### src/rtl/ppm_demod_pkg.sv
package ppm_demod_pkg;
  typedef enum logic [1:0] {
    ST_IDLE = 2'd0,
    ST_RX   = 2'd1,
    ST_HOLD = 2'd2,
    ST_EMIT = 2'd3
  } dem_state_e;

  // Low 24 bits of generator 0x1FFF409 (x^24 term implied)
  localparam logic [23:0] PARITY_POLY = 24'hFFF409;
endpackage

### src/rtl/ppm_bit_slicer.sv
module ppm_bit_slicer #(
  parameter int SAMPLE_W = 8,
  parameter int SPB      = 4
) (
  input  logic                clk,
  input  logic                rst_n,
  input  logic                align,
  input  logic                active,
  input  logic [SAMPLE_W-1:0] sample,
  output logic                bit_strobe,
  output logic                bit_val
);
  localparam int HALF  = SPB / 2;
  localparam int PH_W  = (SPB > 1) ? $clog2(SPB) : 1;
  localparam int SUM_W = SAMPLE_W + $clog2(HALF + 1);

  logic [PH_W-1:0]  phase, cur_ph;
  logic [SUM_W-1:0] sum_early, sum_late, early_next, late_next;
  logic             run, in_early;

  assign run = align | active;

  always_comb begin
    cur_ph     = align ? '0 : phase;
    in_early   = cur_ph < PH_W'(HALF);
    early_next = ((cur_ph == '0) ? '0 : sum_early) + SUM_W'(sample);
    late_next  = ((cur_ph == PH_W'(HALF)) ? '0 : sum_late) + SUM_W'(sample);
    bit_strobe = run && (cur_ph == PH_W'(SPB - 1));
    bit_val    = sum_early > late_next;
  end

  always_ff @(posedge clk or negedge rst_n) begin
    if (!rst_n) begin
      phase     <= '0;
      sum_early <= '0;
      sum_late  <= '0;
    end else if (run) begin
      phase <= (cur_ph == PH_W'(SPB - 1)) ? '0 : cur_ph + 1'b1;
      if (in_early) sum_early <= early_next;
      else          sum_late  <= late_next;
    end
  end
endmodule

### src/rtl/ppm_crc_serial.sv
module ppm_crc_serial #(
  parameter int               CRC_W = 24,
  parameter logic [CRC_W-1:0] POLY  = 24'hFFF409
) (
  input  logic             clk,
  input  logic             rst_n,
  input  logic             clear,
  input  logic             feed,
  input  logic             bit_in,
  output logic [CRC_W-1:0] crc
);
  function automatic logic [CRC_W-1:0] crc_step(input logic [CRC_W-1:0] r,
                                                 input logic b);
    logic fb;
    fb = b ^ r[CRC_W-1];
    return {r[CRC_W-2:0], 1'b0} ^ (fb ? POLY : '0);
  endfunction

  always_ff @(posedge clk or negedge rst_n) begin
    if (!rst_n)     crc <= '0;
    else if (clear) crc <= '0;
    else if (feed)  crc <= crc_step(crc, bit_in);
  end
endmodule

### src/rtl/ppm_word_packer.sv
module ppm_word_packer #(
  parameter int MSG_BITS = 112,
  parameter int WORD_W   = 16,
  parameter int IDX_W    = 3
) (
  input  logic [MSG_BITS-1:0] msg,
  input  logic [IDX_W-1:0]    idx,
  output logic [WORD_W-1:0]   word
);
  logic [MSG_BITS-1:0] shifted;

  always_comb begin
    shifted = msg << (int'(idx) * WORD_W);
    word    = shifted[MSG_BITS-1 -: WORD_W];
  end
endmodule

### src/rtl/ppm_crc_demod.sv
module ppm_crc_demod #(
  parameter int SAMPLE_W    = 8,
  parameter int SPB         = 4,
  parameter int MSG_BITS    = 112,
  parameter int CRC_W       = 24,
  parameter int WORD_W      = 16,
  parameter int RELEASE_DLY = 448
) (
  input  logic                clk,
  input  logic                rst_n,
  input  logic                frame_start,
  input  logic [SAMPLE_W-1:0] mag_sample,
  output logic [WORD_W-1:0]   msg_word,
  output logic                msg_word_valid
);
  import ppm_demod_pkg::*;

  localparam int DATA_BITS = MSG_BITS - CRC_W;
  localparam int NWORDS    = MSG_BITS / WORD_W;
  localparam int BC_W      = $clog2(MSG_BITS);
  localparam int WC_W      = $clog2(RELEASE_DLY + 1);
  localparam int IDX_W     = (NWORDS > 1) ? $clog2(NWORDS) : 1;

  dem_state_e          state;
  logic [BC_W-1:0]     bit_cnt;
  logic [WC_W-1:0]     hold_cnt;
  logic [IDX_W-1:0]    word_idx;
  logic [MSG_BITS-1:0] msg_sr;
  logic                frame_ok;

  // Named internal events
  logic             align, rx_active, bit_strobe, bit_val;
  logic             crc_hold, crc_feed, last_bit, crc_match;
  logic             release_go, last_word;
  logic [CRC_W-1:0] crc_val, parity_rx;

  assign align      = (state == ST_IDLE) && frame_start;
  assign rx_active  = (state == ST_RX);
  assign crc_hold   = rx_active && (bit_cnt >= BC_W'(DATA_BITS));
  assign crc_feed   = rx_active && bit_strobe && !crc_hold;
  assign last_bit   = rx_active && bit_strobe && (bit_cnt == BC_W'(MSG_BITS - 1));
  assign parity_rx  = {msg_sr[CRC_W-2:0], bit_val};
  assign crc_match  = (parity_rx == crc_val);
  assign release_go = (state == ST_HOLD) && (hold_cnt == WC_W'(RELEASE_DLY - 1));
  assign last_word  = (state == ST_EMIT) && (word_idx == IDX_W'(NWORDS - 1));

  ppm_bit_slicer #(.SAMPLE_W(SAMPLE_W), .SPB(SPB)) u_slicer (
    .clk       (clk),
    .rst_n     (rst_n),
    .align     (align),
    .active    (rx_active),
    .sample    (mag_sample),
    .bit_strobe(bit_strobe),
    .bit_val   (bit_val)
  );

  ppm_crc_serial #(.CRC_W(CRC_W), .POLY(PARITY_POLY)) u_crc (
    .clk   (clk),
    .rst_n (rst_n),
    .clear (align),
    .feed  (crc_feed),
    .bit_in(bit_val),
    .crc   (crc_val)
  );

  ppm_word_packer #(.MSG_BITS(MSG_BITS), .WORD_W(WORD_W), .IDX_W(IDX_W)) u_pack (
    .msg (msg_sr),
    .idx (word_idx),
    .word(msg_word)
  );

  assign msg_word_valid = (state == ST_EMIT);

  always_ff @(posedge clk or negedge rst_n) begin
    if (!rst_n) begin
      state    <= ST_IDLE;
      bit_cnt  <= '0;
      hold_cnt <= '0;
      word_idx <= '0;
      msg_sr   <= '0;
      frame_ok <= 1'b0;
    end else begin
      unique case (state)
        ST_IDLE: begin
          if (align) begin
            state   <= ST_RX;
            bit_cnt <= '0;
          end
        end
        ST_RX: begin
          if (bit_strobe) begin
            msg_sr  <= {msg_sr[MSG_BITS-2:0], bit_val};
            bit_cnt <= bit_cnt + 1'b1;
            if (last_bit) begin
              frame_ok <= crc_match;
              hold_cnt <= '0;
              state    <= crc_match ? ST_HOLD : ST_IDLE;
            end
          end
        end
        ST_HOLD: begin
          hold_cnt <= hold_cnt + 1'b1;
          if (release_go) begin
            word_idx <= '0;
            state    <= ST_EMIT;
          end
        end
        ST_EMIT: begin
          word_idx <= word_idx + 1'b1;
          if (last_word) begin
            frame_ok <= 1'b0;
            state    <= ST_IDLE;
          end
        end
        default: state <= ST_IDLE;
      endcase
    end
  end
endmodule

### config.mk
export PLATFORM = sky130hd
export DESIGN_NAME = ppm_crc_demod
export DESIGN_NICKNAME = d
export VERILOG_FILES = /design/src/rtl/ppm_demod_pkg.sv /design/src/rtl/ppm_bit_slicer.sv /design/src/rtl/ppm_crc_serial.sv /design/src/rtl/ppm_word_packer.sv /design/src/rtl/ppm_crc_demod.sv
export SDC_FILE = /design/constraint.sdc
export NUM_CORES = 1
export LEC_CHECK = 0
export ABC_AREA = 0
export BUFFER_PORTS_ARGS = -buffer_cell sky130_fd_sc_hd__buf_2
export CELL_PAD_IN_SITES_DETAIL_PLACEMENT = 1
export CELL_PAD_IN_SITES_GLOBAL_PLACEMENT = 2
export CORE_UTILIZATION = 29
export CTS_BUF_LIST = sky130_fd_sc_hd__clkbuf_16
export CTS_CLUSTER_SIZE = 30
export DETAILED_ROUTE_END_ITERATION = 6
export PLACE_DENSITY = 0.65
export SYNTH_ARGS = -nofsm -noshare
export SYNTH_HDL_FRONTEND = slang
export SYNTH_SLANG_ARGS = --single-unit
### constraint.sdc
create_clock -name clk -period 5.9 [get_ports clk]
set_clock_uncertainty 0.15 [all_clocks]
set_input_delay 0.885 -clock clk [delete_from_list [all_inputs] [get_ports clk]]
set_output_delay 0.885 -clock clk [all_outputs]
set_load 0.01 [all_outputs]
## Word level (Yosys, flattened, before mapping)

Cells that the tools add are included.

| cells by class | value |
|---|---|
| add/sub/neg operators | 6 |
| magnitude comparators | 3 |
| eq/ne operators | 14 |
| shift operators | 1 |
| muxes and demuxes | 22 |
| bitwise logic cells | 4 |
| reduce and logical (&&, ||, !) cells | 22 |

Operators with widths:

| kind | count |
|---|---|
| 112-bit by 7-bit << shifter with 112-bit output | 1 |
| 24-bit two-way mux | 3 |
| 24-bit equality test | 1 |
| 24-bit XOR | 1 |
| 10-bit by 8-bit adder with 10-bit output | 2 |
| 10-bit two-way mux | 2 |
| 9-bit two-way mux | 2 |
| 9-bit case mux with 2 select lines | 1 |
| 2-bit two-way mux | 8 |
| 7-bit two-way mux | 2 |
| 7-bit case mux with 2 select lines | 1 |
| 10-bit greater-than comparator | 1 |
| 9-bit by 1-bit adder with 9-bit output, second input constant | 1 |
| 9-bit equality test, second input constant | 1 |
| 2-bit equality test, second input constant | 4 |
| 1-bit logical AND | 8 |
| 2-bit by 1-bit inequality test with 1-bit output, second input constant | 4 |
| 2-bit case mux with 4 select lines | 1 |
| 2-bit AND reduction | 4 |
| 2-bit nonzero test | 4 |
| 7-bit by 1-bit adder with 7-bit output, second input constant | 1 |
| 7-bit equality test, second input constant | 1 |
| 7-bit >= comparator, second input constant | 1 |
| 3-bit case mux with 2 select lines | 1 |
| other kinds (14) | 16 |

| storage, ports and cells | value |
|---|---|
| flip-flop bits (word level) | 179 |
| input bits | 11 |

## Logic depth before layout (Yosys ltp)

Gate-level depths: netlist of run 1.

| logic depth | value |
|---|---|
| depth after elaboration | 12 |
| depth in mapped cells | 26 |
| depth with buffers taken out | 22 |

## Cells and area by module

A second synthesis of run 1 with hierarchy kept.

| second synthesis, totals | value |
|---|---|
| cells, all modules | 863 |
| area, all modules | 9764.4 um^2 |

Modules (own cells, without submodules):

| module | times used | cells each | area an instance (um^2) | sequential area each (um^2) |
|---|---|---|---|---|
| ppm_crc_demod | 1 | 391 | 5517.8 | 3328.2 |
| ppm_bit_slicer | 1 | 231 | 2010.7 | 550.5 |
| ppm_crc_serial | 1 | 111 | 1189.9 | 600.6 |
| ppm_word_packer | 1 | 130 | 1046.0 | 0.0 |

## Worst setup path after synthesis of run 1

No wires, ideal clock.

| path | value |
|---|---|
| path kind | input -> register |
| start | input frame_start |
| end | register with a tool-made name |
| arrival | 5.103 ns |
| slack | 0.526 ns |
| stages on the path | 24 |
| path through | and3_1 > clkbuf_1 > nor2b_1 > inv_1 > ha_1 > clkbuf_1 > nor2b_1 > ha_1 > inv_1 > fa_1 > nor2b_1 > o21ai_0 > a21boi_0 > o21a_1 > nor3_1 > or2_2 > ha_1 > nand2_1 > or4_1 > o311ai_1 > nand2_1 > buf_2 > xnor2_1 > a22o_1 |

RTL lines:

| element | line | RTL |
|---|---|---|
| start, declared | ppm_crc_demod.sv:11 | `input logic frame_start,` |

## Worst setup path in the final report of run 1

| path | value |
|---|---|
| start | input frame_start |
| end | register u_crc.crc[15] |

| between the ends | value |
|---|---|
| word-level cells in the longest chain between the ends | 11 |
| elaborated cells between the ends (all ways) | 17 |
| those cells by class | add/sub (1); order compare (1); eq/ne (2); mux (5); bitwise (3); reduce/logical (5) |

Ends and longest elaborated chain:

| element | line | RTL |
|---|---|---|
| 1-bit logical AND (*) | ppm_crc_demod.sv:37 | `assign align = (state == ST_IDLE) && frame_start;` |
| 2-bit two-way mux | ppm_bit_slicer.sv:24 | `cur_ph = align ? '0 : phase;` |
| 2-bit equality test | ppm_bit_slicer.sv:27 | `late_next = ((cur_ph == PH_W'(HALF)) ? '0 : sum_late) + SUM_W'(sample);` |
| 10-bit two-way mux | ppm_bit_slicer.sv:27 |  |
| 10-bit by 8-bit adder with 10-bit output | ppm_bit_slicer.sv:27 |  |
| 10-bit greater-than comparator | ppm_bit_slicer.sv:29 | `bit_val = sum_early > late_next;` |
| 1-bit XOR | ppm_crc_serial.sv:15 | `fb = b ^ r[CRC_W-1];` |
| 24-bit two-way mux | ppm_crc_serial.sv:16 | `return {r[CRC_W-2:0], 1'b0} ^ (fb ? POLY : '0);` |
| 24-bit XOR | ppm_crc_serial.sv:16 |  |
| 24-bit two-way mux | ppm_crc_serial.sv:22 | `else if (feed) crc <= crc_step(crc, bit_in);` |
| 24-bit two-way mux | ppm_crc_serial.sv:21 | `else if (clear) crc <= '0;` |
| end signal, assigned | ppm_crc_serial.sv:22 |  |
| end, declared | ppm_crc_serial.sv:10 | `output logic [CRC_W-1:0] crc` |

Every way passes the cells marked *; elsewhere a longest branch is shown, timed or not. The select of a mux whose other input is x is not followed.
A chain may end at the register's enable or synchronous reset.

==> key figures, run 1 <==
Floorplanning
  – Row count: 66
  – # IOs: 28
  – Die width: 184 um
  – Core Area: 32500 um2
  – Die height: 184 um
  – Initial Util: 0.295
  – Full die area: 33800 um2

Synthesis
  – Mean post-synth cell area: 8.88 um2
  – Post-Syn Nets: 1128
  – Post-synth EDFFs: 0
  – Post-synth top area share: 0.466
  – Post-synth top flop: dfrtp_1
  – Mapped cell area: 9600 um2
  – Synth Register Bits: 179
  – Register area share after synthesis: 0.466
  – Asr flop ratio synth: 1.00
  – Mapped Cells: 1081
  – Main area contributors after synthesis: dfrtp_1, nand2_1, ha_1
  – Post-synth top area cell: dfrtp_1
  – Synth cell types: 54
  – Synth Warn #: 0

CTS
  – CTS Hold Bufs: 0
  – Total setup buffers inserted after CTS: 0
  – Clk_lat worst skew: 0.45 ns
  – CTS Buf Count: 17
  – Max H-tree Level: 4
  – Count of clock tree sinks: 179
  – CTS tree: yes
  – Cts repair resizes: 0
  – Max clock buf depth: 2
  – Clock-pin slew on the worst setup and hold paths: 0.07 ns
  – Root Buffer: clkbuf_16

Global routing
  – Total GRT Usage: 0.164
  – Initial antenna violation count: 0
  – Grt total ovfl: 0
  – First-pass GRT wire length: 42900 um
  – Largest net degree at the start of global routing: 128
  – Vias in the first global route: 7626

Timing
  – Post-layout min period: 5.16 ns
  – RSZ-0062 raised after global routing: no
  – Relative slew margins: 0.311
  – Fmax: 194 MHz
  – Endpoints failing hold: 0
  – Max-slew violation count: 0
  – Fin crit share: 0.875
  – Setup TNS: 0 ns
  – Final setup vio count: 0
  – Least-Margin Pin Slew: 1.03 ns
  – Hold Slack: 0.234 ns

Cells and area
  – Ant diodes: 0
  – Final core area utilization: 0.332
  – Layout area overhead: 12.4%
  – Final Cell Area: 10800 um2
  – # nets final: 1131
  – Finished Layout Cells: 1538
  – Layout cells sized above 1: 0.0885

Placement
  – Placed cell area: 10200 um2
  – Placed instance count: 1507
  – DP HPWL: 17100 um
  – Placer congestion estimate: 0.771
  – Buffers on Ports: 27

Setup path
  – CP endpoint kind: register
  – Critical path data required time: 6.10 ns
  – Critical Path Fanout Max: 16
  – Critical Path AT: 5.36 ns
  – Type of origin of the critical path: primary input
  – Critical path class: in -> reg

Detailed routing
  – Drt pass-1 iters: 4
  – Vias post-DR: 7260
  – DRC: 0
  – WL per Instance: 16.7 um
  – Remaining antenna violation count: 0
  – Routed WL: 25800 um
  – Iter 0 DRT Violations: 294
  – Vias per inst: 4.72

Power and ir drop
  – VDD IR max: 0.213 mV
  – Leak: 5.39 nW
  – Pwr/cell area: 440 nW/um2

Hold path
  – Hold Crit Class: in -> async

Outcome
  – Status: finished clean

Run
  – Max_cap viols: 0
==> where the power goes <==
group / internal [W] / switching [W] / leakage [nW]
registers: 0.00144 / 0.000264 / 2.37
logic: 0.000821 / 0.000997 / 2.72
clock network: 0.000674 / 0.000551 / 0.299
==> Yosys cell counts (all sizes together) (3+ instances only) <==
library cell and n:
buf 8, a21boi 3, a21o 4, xor2 28, nor4 7, xnor3 13, nor3 9, nand2b 3
and3 4, mux2i 19, nor2b 20, dfrtp 179, o21ai 57, xnor2 17, nand3 14, mux2 3
o311ai 3, mux4 16, o31ai 3, nand4 7, ha 34, clkbuf 48, o21a 6, a22o 4
nor2 55, a21oi 49, inv 22, nand2 422
==> path summary, 6_finish.rpt <==
check                      slack [ns]                    end  depth (start not counted)               from
max                              0.74          u_crc.crc[15]                         23        frame_start
min                              0.23  u_slicer.sum_early[8]                          1              rst_n
max reg2reg                      0.86          u_crc.crc[15]                         23           state[0]
min reg2reg                      0.33      u_slicer.phase[0]                          1  u_slicer.phase[0]
max in group asynchronous        4.11            word_idx[0]                          2              rst_n
min in group clk                 0.33      u_slicer.phase[0]                          1  u_slicer.phase[0]
==> area by class of cell <==
type	instances	area, um2
clock buffer	17	425
inverter	22	82.6
fill	3809	21700
sequential	179	4480
tap	442	553
clock inverter	14	179
timing repair buffer	40	254
multi-input combinational	824	4820
==> metrics by stage <==
| stage | total power (W) | worst slack (ns) |
|---|---|---|
| after global routing | 0.00514 | 0.266 |
| after floorplan | 0.00307 | 0.526 |
| after global placement | 0.00354 | 0.427 |
| final | 0.00475 | 0.740 |
| after CTS | 0.00484 | 0.732 |
| after detailed placement | 0.00359 | 0.263 |
==> critical path: stages <==
cell      delay [ns]
buf_2           0.12
and3_1          0.25
nor2b_1         0.18
inv_1           0.08
ha_1            0.32
nor2b_1         0.15
ha_1            0.17
inv_1           0.05
fa_1            0.40
nor2b_1         0.12
o21ai_0         0.10
a21boi_0        0.23
o21a_1          0.22
nor3_1          0.08
or2_2           0.28
ha_1            0.28
nand2_1         0.06
or4_1           0.54
o311ai_1        0.16
nand2_1         0.09
buf_4           0.23
xnor3_1         0.20
o21ai_0         0.16
==> layout by cell type (no fill, tap or decap), drive strengths merged, types with 3 or more instances in the layout <==
cell type	count
a21boi	3
a21o	4
a21oi	49
a22o	4
and3	4
buf	39
bufinv	3
clkbuf	18
clkinv	3
dfrtp	179
ha	34
inv	29
mux2	3
mux2i	19
mux4	16
nand2	422
nand2b	3
nand3	14
nand4	7
nor2	55
nor2b	20
nor3	9
nor4	7
o21a	6
o21ai	57
o311ai	3
o31ai	3
xnor2	17
xnor3	13
xor2	28
==> registers in the layout, indices dropped and copies added, names as in the netlist, named ones only <==
register,flops
u_crc.crc,24
bit_cnt,7
hold_cnt,9
u_slicer.sum_late,10
msg_sr,112
word_idx,3
u_slicer.sum_early,10
u_slicer.phase,2
state,1
==> metal layers <==
| layer | GRT usage | wire length [um] |
|---|---|---|
| met1 | 0.233 | 13200 |
| met2 | 0.256 | 11800 |
| met3 | 0.0250 | 447 |
| met4 | 0.0517 | 355 |
| met5 | 0 | 0 |
==> cells by family (layout without fill, tap and decap cells) <==
group	after synthesis	count (layout)	synth area share
mux	38	38	0.0608
buf+inv	78	93	0.0315
fa+ha+maj	36	36	0.0485
compound gates	141	141	0.0859
simple gates	551	551	0.235
xor+xnor	58	58	0.0715
flops	179	179	0.466
Power figures use the tool's default switching activity.
==> run 2: changes to the inputs <==
==> constraint.sdc (replaced) <==
create_clock -name clk -period 5.75 [get_ports clk]
set_clock_uncertainty 0.15 [all_clocks]
set_input_delay 0.8625 -clock clk [delete_from_list [all_inputs] [get_ports clk]]
set_output_delay 0.8625 -clock clk [all_outputs]
set_load 0.01 [all_outputs]
==> key figures, run 2 (synthesis gave the netlist of run 1 again) <==
CTS
  – Max H-tree Level: 4
  – Root Buffer: clkbuf_16
  – CTS Buf Count: 17
  – CTS Hold Bufs: 0
  – Max clock buf depth: 2
  – Clk_lat worst skew: 0.45 ns
  – Total setup buffers inserted after CTS: 0
  – CTS tree: yes
  – Cts repair resizes: 0
  – Count of clock tree sinks: 179
  – Clock-pin slew on the worst setup and hold paths: 0.07 ns

Timing
  – Setup TNS: 0 ns
  – Relative slew margins: 0.441
  – Endpoints failing hold: 0
  – Max-slew violation count: 0
  – Post-layout min period: 5.07 ns
  – Final WS setup: 0.681 ns
  – Final setup vio count: 0
  – Fin crit share: 0.882
  – Least-Margin Pin Slew: 0.838 ns
  – Fmax: 197 MHz
  – RSZ-0062 raised after global routing: no

Detailed routing
  – Vias post-DR: 7286
  – Drt pass-1 iters: 4
  – Iter 0 DRT Violations: 333
  – Routed WL: 25300 um
  – Vias per inst: 4.73
  – Remaining antenna violation count: 0
  – DRC: 0
  – WL per Instance: 16.4 um

Outcome
  – Status: finished clean

Cells and area
  – Area of the multi-input gates: 4820 um2
  – Leading cell types in the layout, fill and taps excluded: nand2_1, dfrtp_1, o21ai_0
  – Largest regs: msg_sr (112), u_crc.crc (24)
  – # nets final: 1131
  – Layout cells sized above 1: 0.0912
  – Max reg flops: 112
  – Layout area overhead: 12.2%
  – Final Cell Area: 10800 um2
  – Commonest non-fill, non-tap cell in the layout: nand2_1
  – Register Area: 4480 um2
  – Ant diodes: 0
  – Filler cell count in the final layout: 3839
  – Biggest register: msg_sr

Placement
  – Placer congestion estimate: 0.759
  – Placed cell area: 10200 um2
  – DP HPWL: 16900 um
  – Dpl ws: 0.167 ns
  – Buffers on Ports: 27

Floorplanning
  – # IOs: 28
  – Die width: 184 um
  – Full die area: 33800 um2
  – Core Area: 32500 um2
  – Initial Util: 0.295
  – Row count: 66
  – Die height: 184 um

Power and ir drop
  – Pint: 0.00294 W
  – Switching power: 0.00187 W
  – Post-route total power: 0.00481 W
  – VDD IR max: 0.256 mV
  – Clock share of power: 0.251
  – Combinational share of power: 0.386
  – Sequential share of power: 0.364
  – Leak: 5.38 nW
  – Pwr/cell area: 446 nW/um2
  – Sw Share: 0.389

Global routing
  – Initial antenna violation count: 0
  – Vias in the first global route: 7794
  – Largest net degree at the start of global routing: 93
  – Met2 usage in global routing: 0.258
  – Gr busiest metal: met2
  – GR Layer Usage met1: 0.227
  – Grt total ovfl: 0
  – Met3 Use GR: 0.0285
  – Total GRT Usage: 0.162
  – First-pass GRT wire length: 42600 um

Setup path
  – Critical path class: in -> reg
  – Critical path data required time: 5.95 ns
  – Critical Path AT: 5.27 ns
  – CP endpoint kind: register
  – Type of origin of the critical path: primary input
  – Critical Path Fanout Max: 16

Run
  – Max_cap viols: 0

Hold path
  – Hold Crit Class: reg -> reg
==> run 2: final timing paths <==
check                                  start                     to  slack (ns)  cells after the start
max                              frame_start          u_crc.crc[19]        0.68                     21
min                        u_slicer.phase[0]      u_slicer.phase[0]        0.32                      1
max reg2reg                         state[0]          u_crc.crc[19]        0.73                     22
min reg2reg                u_slicer.phase[0]      u_slicer.phase[0]        0.32                      1
max in group asynchronous              rst_n             msg_sr[63]        4.08                      2
min in group asynchronous              rst_n  u_slicer.sum_early[6]        0.33                      1
==> run 2: critical path: stages <==
cell	delay [ns]
buf_2	0.12
and3_1	0.25
nor2b_1	0.22
ha_1	0.39
nand2b_1	0.21
inv_1	0.05
ha_1	0.27
a21o_1	0.16
a21oi_1	0.27
o21ai_0	0.19
a41o_1	0.30
xnor2_1	0.14
nand2b_1	0.07
ha_1	0.30
nand2_1	0.09
or4_1	0.55
o311ai_1	0.15
nand2_1	0.10
buf_4	0.23
xnor3_1	0.19
o21ai_0	0.17
==> run 2: per-stage QoR <==
stage               cells  hold slack (ns)  utilization
finish               1539            0.323        0.331
global route         1539            0.348        0.331
CTS                  1539            0.328        0.331
detailed placement   1507            0.317        0.313
global placement     1507            0.317        0.313
floorplan            1081            0.291            -
==> run 2: final cells by class <==
class,count,area share
Sequential cell,179,0.416
Clock inverter,15,0.0149
Timing Repair Buffer,40,0.0236
Tap cell,442,0.0513
Multi-Input combinational cell,824,0.447
Inverter,22,0.00766
Clock buffer,17,0.0395
==> run 2: power by group through the flow <==
stage | Combinational (W) | Clock, W | Sequential [W]
after floorplan | 0.00149 | 0 | 0.00166
after global placement | 0.00185 | 0 | 0.00178
after detailed placement | 0.00189 | 0 | 0.00178
after CTS | 0.00189 | 0.00126 | 0.00176
after global routing | 0.00212 | 0.00130 | 0.00179
final | 0.00186 | 0.00121 | 0.00175
==> run 2: metal layers <==
layer / part of all wire / up-vias
met5: 0 / -
met4: 0.0094 / 0
met3: 0.022 / 17
met2: 0.46 / 46
met1: 0.51 / 3664
li1: - / 3559
==> run 3: changes to the inputs <==
--- a/config.mk
+++ b/config.mk
@@ -13,7 +13,7 @@
 export CTS_BUF_LIST = sky130_fd_sc_hd__clkbuf_16
 export CTS_CLUSTER_SIZE = 30
 export DETAILED_ROUTE_END_ITERATION = 6
-export PLACE_DENSITY = 0.65
+export PLACE_DENSITY = 0.66
 export SYNTH_ARGS = -nofsm -noshare
 export SYNTH_HDL_FRONTEND = slang
 export SYNTH_SLANG_ARGS = --single-unit
==> key figures, run 3 (synthesis gave the netlist of run 1 again) <==
Outcome
  – Status: finished clean

Floorplanning
  – Full die area: 33800 um2
  – Die width: 184 um
  – # IOs: 28
  – Core Area: 32500 um2
  – Initial Util: 0.295
  – Row count: 66
  – Die height: 184 um

CTS
  – Clock-pin slew on the worst setup and hold paths: 0.08 ns
  – Cts repair resizes: 0
  – Max clock buf depth: 2
  – Count of clock tree sinks: 179
  – Clk_lat worst skew: 0.44 ns
  – Max H-tree Level: 4
  – Root Buffer: clkbuf_16
  – CTS Hold Bufs: 0
  – CTS Buf Count: 17
  – Total setup buffers inserted after CTS: 0
  – CTS tree: yes

Global routing
  – Largest net degree at the start of global routing: 98
  – Grt total ovfl: 0
  – Total GRT Usage: 0.160
  – First-pass GRT wire length: 42500 um
  – Vias in the first global route: 7911
  – Initial antenna violation count: 0

Cells and area
  – Layout area overhead: 11.8%
  – # nets final: 1133
  – Area of the multi-input gates: 4820 um2
  – Layout cells sized above 1: 0.0901
  – Largest regs: msg_sr (112), u_crc.crc (24)
  – Max reg flops: 112
  – Biggest register: msg_sr
  – Ant diodes: 0
  – Filler cell count in the final layout: 3841
  – Register Area: 4480 um2
  – Leading cell types in the layout, fill and taps excluded: nand2_1, dfrtp_1, o21ai_0
  – Commonest non-fill, non-tap cell in the layout: nand2_1

Placement
  – DP HPWL: 16700 um
  – Placer congestion estimate: 0.773
  – Buffers on Ports: 27

Setup path
  – Bufs and invs on worst path: 4
  – CP delay by family, top: simple AND/OR/NAND/NOR gates
  – Slowest CP cell: or4_1
  – Critical Path Fanout Max: 16
  – Cells along the critical path: buf_2, and3_1, nor2b_1, inv_1, ha_1, nor2b_1, ha_1, inv_1, fa_1, nor2b_1, o21ai_0, a21boi_0, o21a_1, nor3_1, or2_2, ha_1, nand2_1, or4_1, o311ai_1, nand2_1, buf_4, xnor3_1, o21ai_0
  – Critical path data required time: 5.94 ns
  – Critical Path AT: 5.17 ns
  – Type of origin of the critical path: primary input
  – Critical path class: in -> reg
  – Largest stage delay on the critical path: 0.52 ns
  – CP endpoint kind: register

Detailed routing
  – Routed WL: 24700 um
  – Drt pass-1 iters: 6
  – Remaining antenna violation count: 0
  – Vias post-DR: 7271
  – Vias per inst: 4.72
  – Iter 0 DRT Violations: 299
  – DRC: 0
  – WL per Instance: 16.1 um

Timing
  – Final setup vio count: 0
  – Endpoints failing hold: 0
  – RSZ-0062 raised after global routing: no
  – Fin crit share: 0.866
  – Setup TNS: 0 ns
  – Least-Margin Pin Slew: 0.889 ns
  – Relative slew margins: 0.407
  – Post-layout min period: 4.98 ns
  – Fmax: 201 MHz
  – Max-slew violation count: 0

Power and ir drop
  – Pwr/cell area: 440 nW/um2
  – Post-route total power: 0.00473 W
  – Leak: 5.37 nW
  – VDD IR max: 0.260 mV

Hold path
  – Hold Crit Class: in -> async

Run
  – Max_cap viols: 0
-- run 3: cell count changes in the layout (fill, tap and decap cells not counted) --
cell	change
inv_1	+1
bufinv_16	-1
clkinv_4	+1
buf_4	+3
clkinv_1	+2
buf_12	-1
inv_6	-1
inv_8	-2
-- run 3: stage by stage --
stage	instance area, um2	setup slack (ns)	instances	util	hold WS, ns
6_report	10700	0.773	1541	0.330	0.300
3_5_place_dp	10200	0.280	1509	0.313	0.313
2_1_floorplan	9600	0.398	1081	-	0.291
3_3_place_gp	10200	0.397	1509	0.313	0.305
5_1_grt	10700	0.391	1541	0.330	0.359
4_1_cts	10700	0.743	1541	0.330	0.322
-- run 3: path summary, 6_finish.rpt --
path	start	cells past startpoint	end	slack (ns)
worst min-delay path	rst_n	1	u_slicer.sum_late[5]	0.30
worst min register to register	u_slicer.phase[0]	1	u_slicer.phase[0]	0.32
worst max register to register	register	23	u_crc.crc[18]	0.88
worst max-delay path	frame_start	23	u_crc.crc[18]	0.77
max in group asynchronous	rst_n	2	word_idx[0]	3.87
min in group clk	u_slicer.phase[0]	1	u_slicer.phase[0]	0.32
-- run 3: worst reg2reg max path: cells and delay by family (launching register included) --
family                     cells  cell delay, ns
buffers and inverters          4            0.43
xor gates and xnor gates       1            0.20
adders and majority gates      4            1.12
DFF                            1            0.40
and+or+nand+nor                9            1.64
AOI/OAI and AO/OA              5            0.83
-- run 3: power by group --
group / internal (W) / switching (W)
Clock: 0.000565 / 0.000557
Sequential: 0.00148 / 0.000270
Combinational: 0.000841 / 0.00101
-- run 3: cell type report --
type	instances	share of cell area
repair buffers	42	0.0239
well taps	442	0.0515
clock inverters	15	0.0111
flip-flops and latches	179	0.417
multi-input cells	824	0.449
inverters	22	0.00769
clock buffers	17	0.0396
-- run 3: per-layer routing --
metal | vias up | GRT usage | share of wire
met5 | - | 0 | 0
met4 | 0 | 0.0440 | 0.011
met3 | 15 | 0.0291 | 0.023
met2 | 46 | 0.265 | 0.48
met1 | 3634 | 0.213 | 0.49
li1 | 3576 | - | -
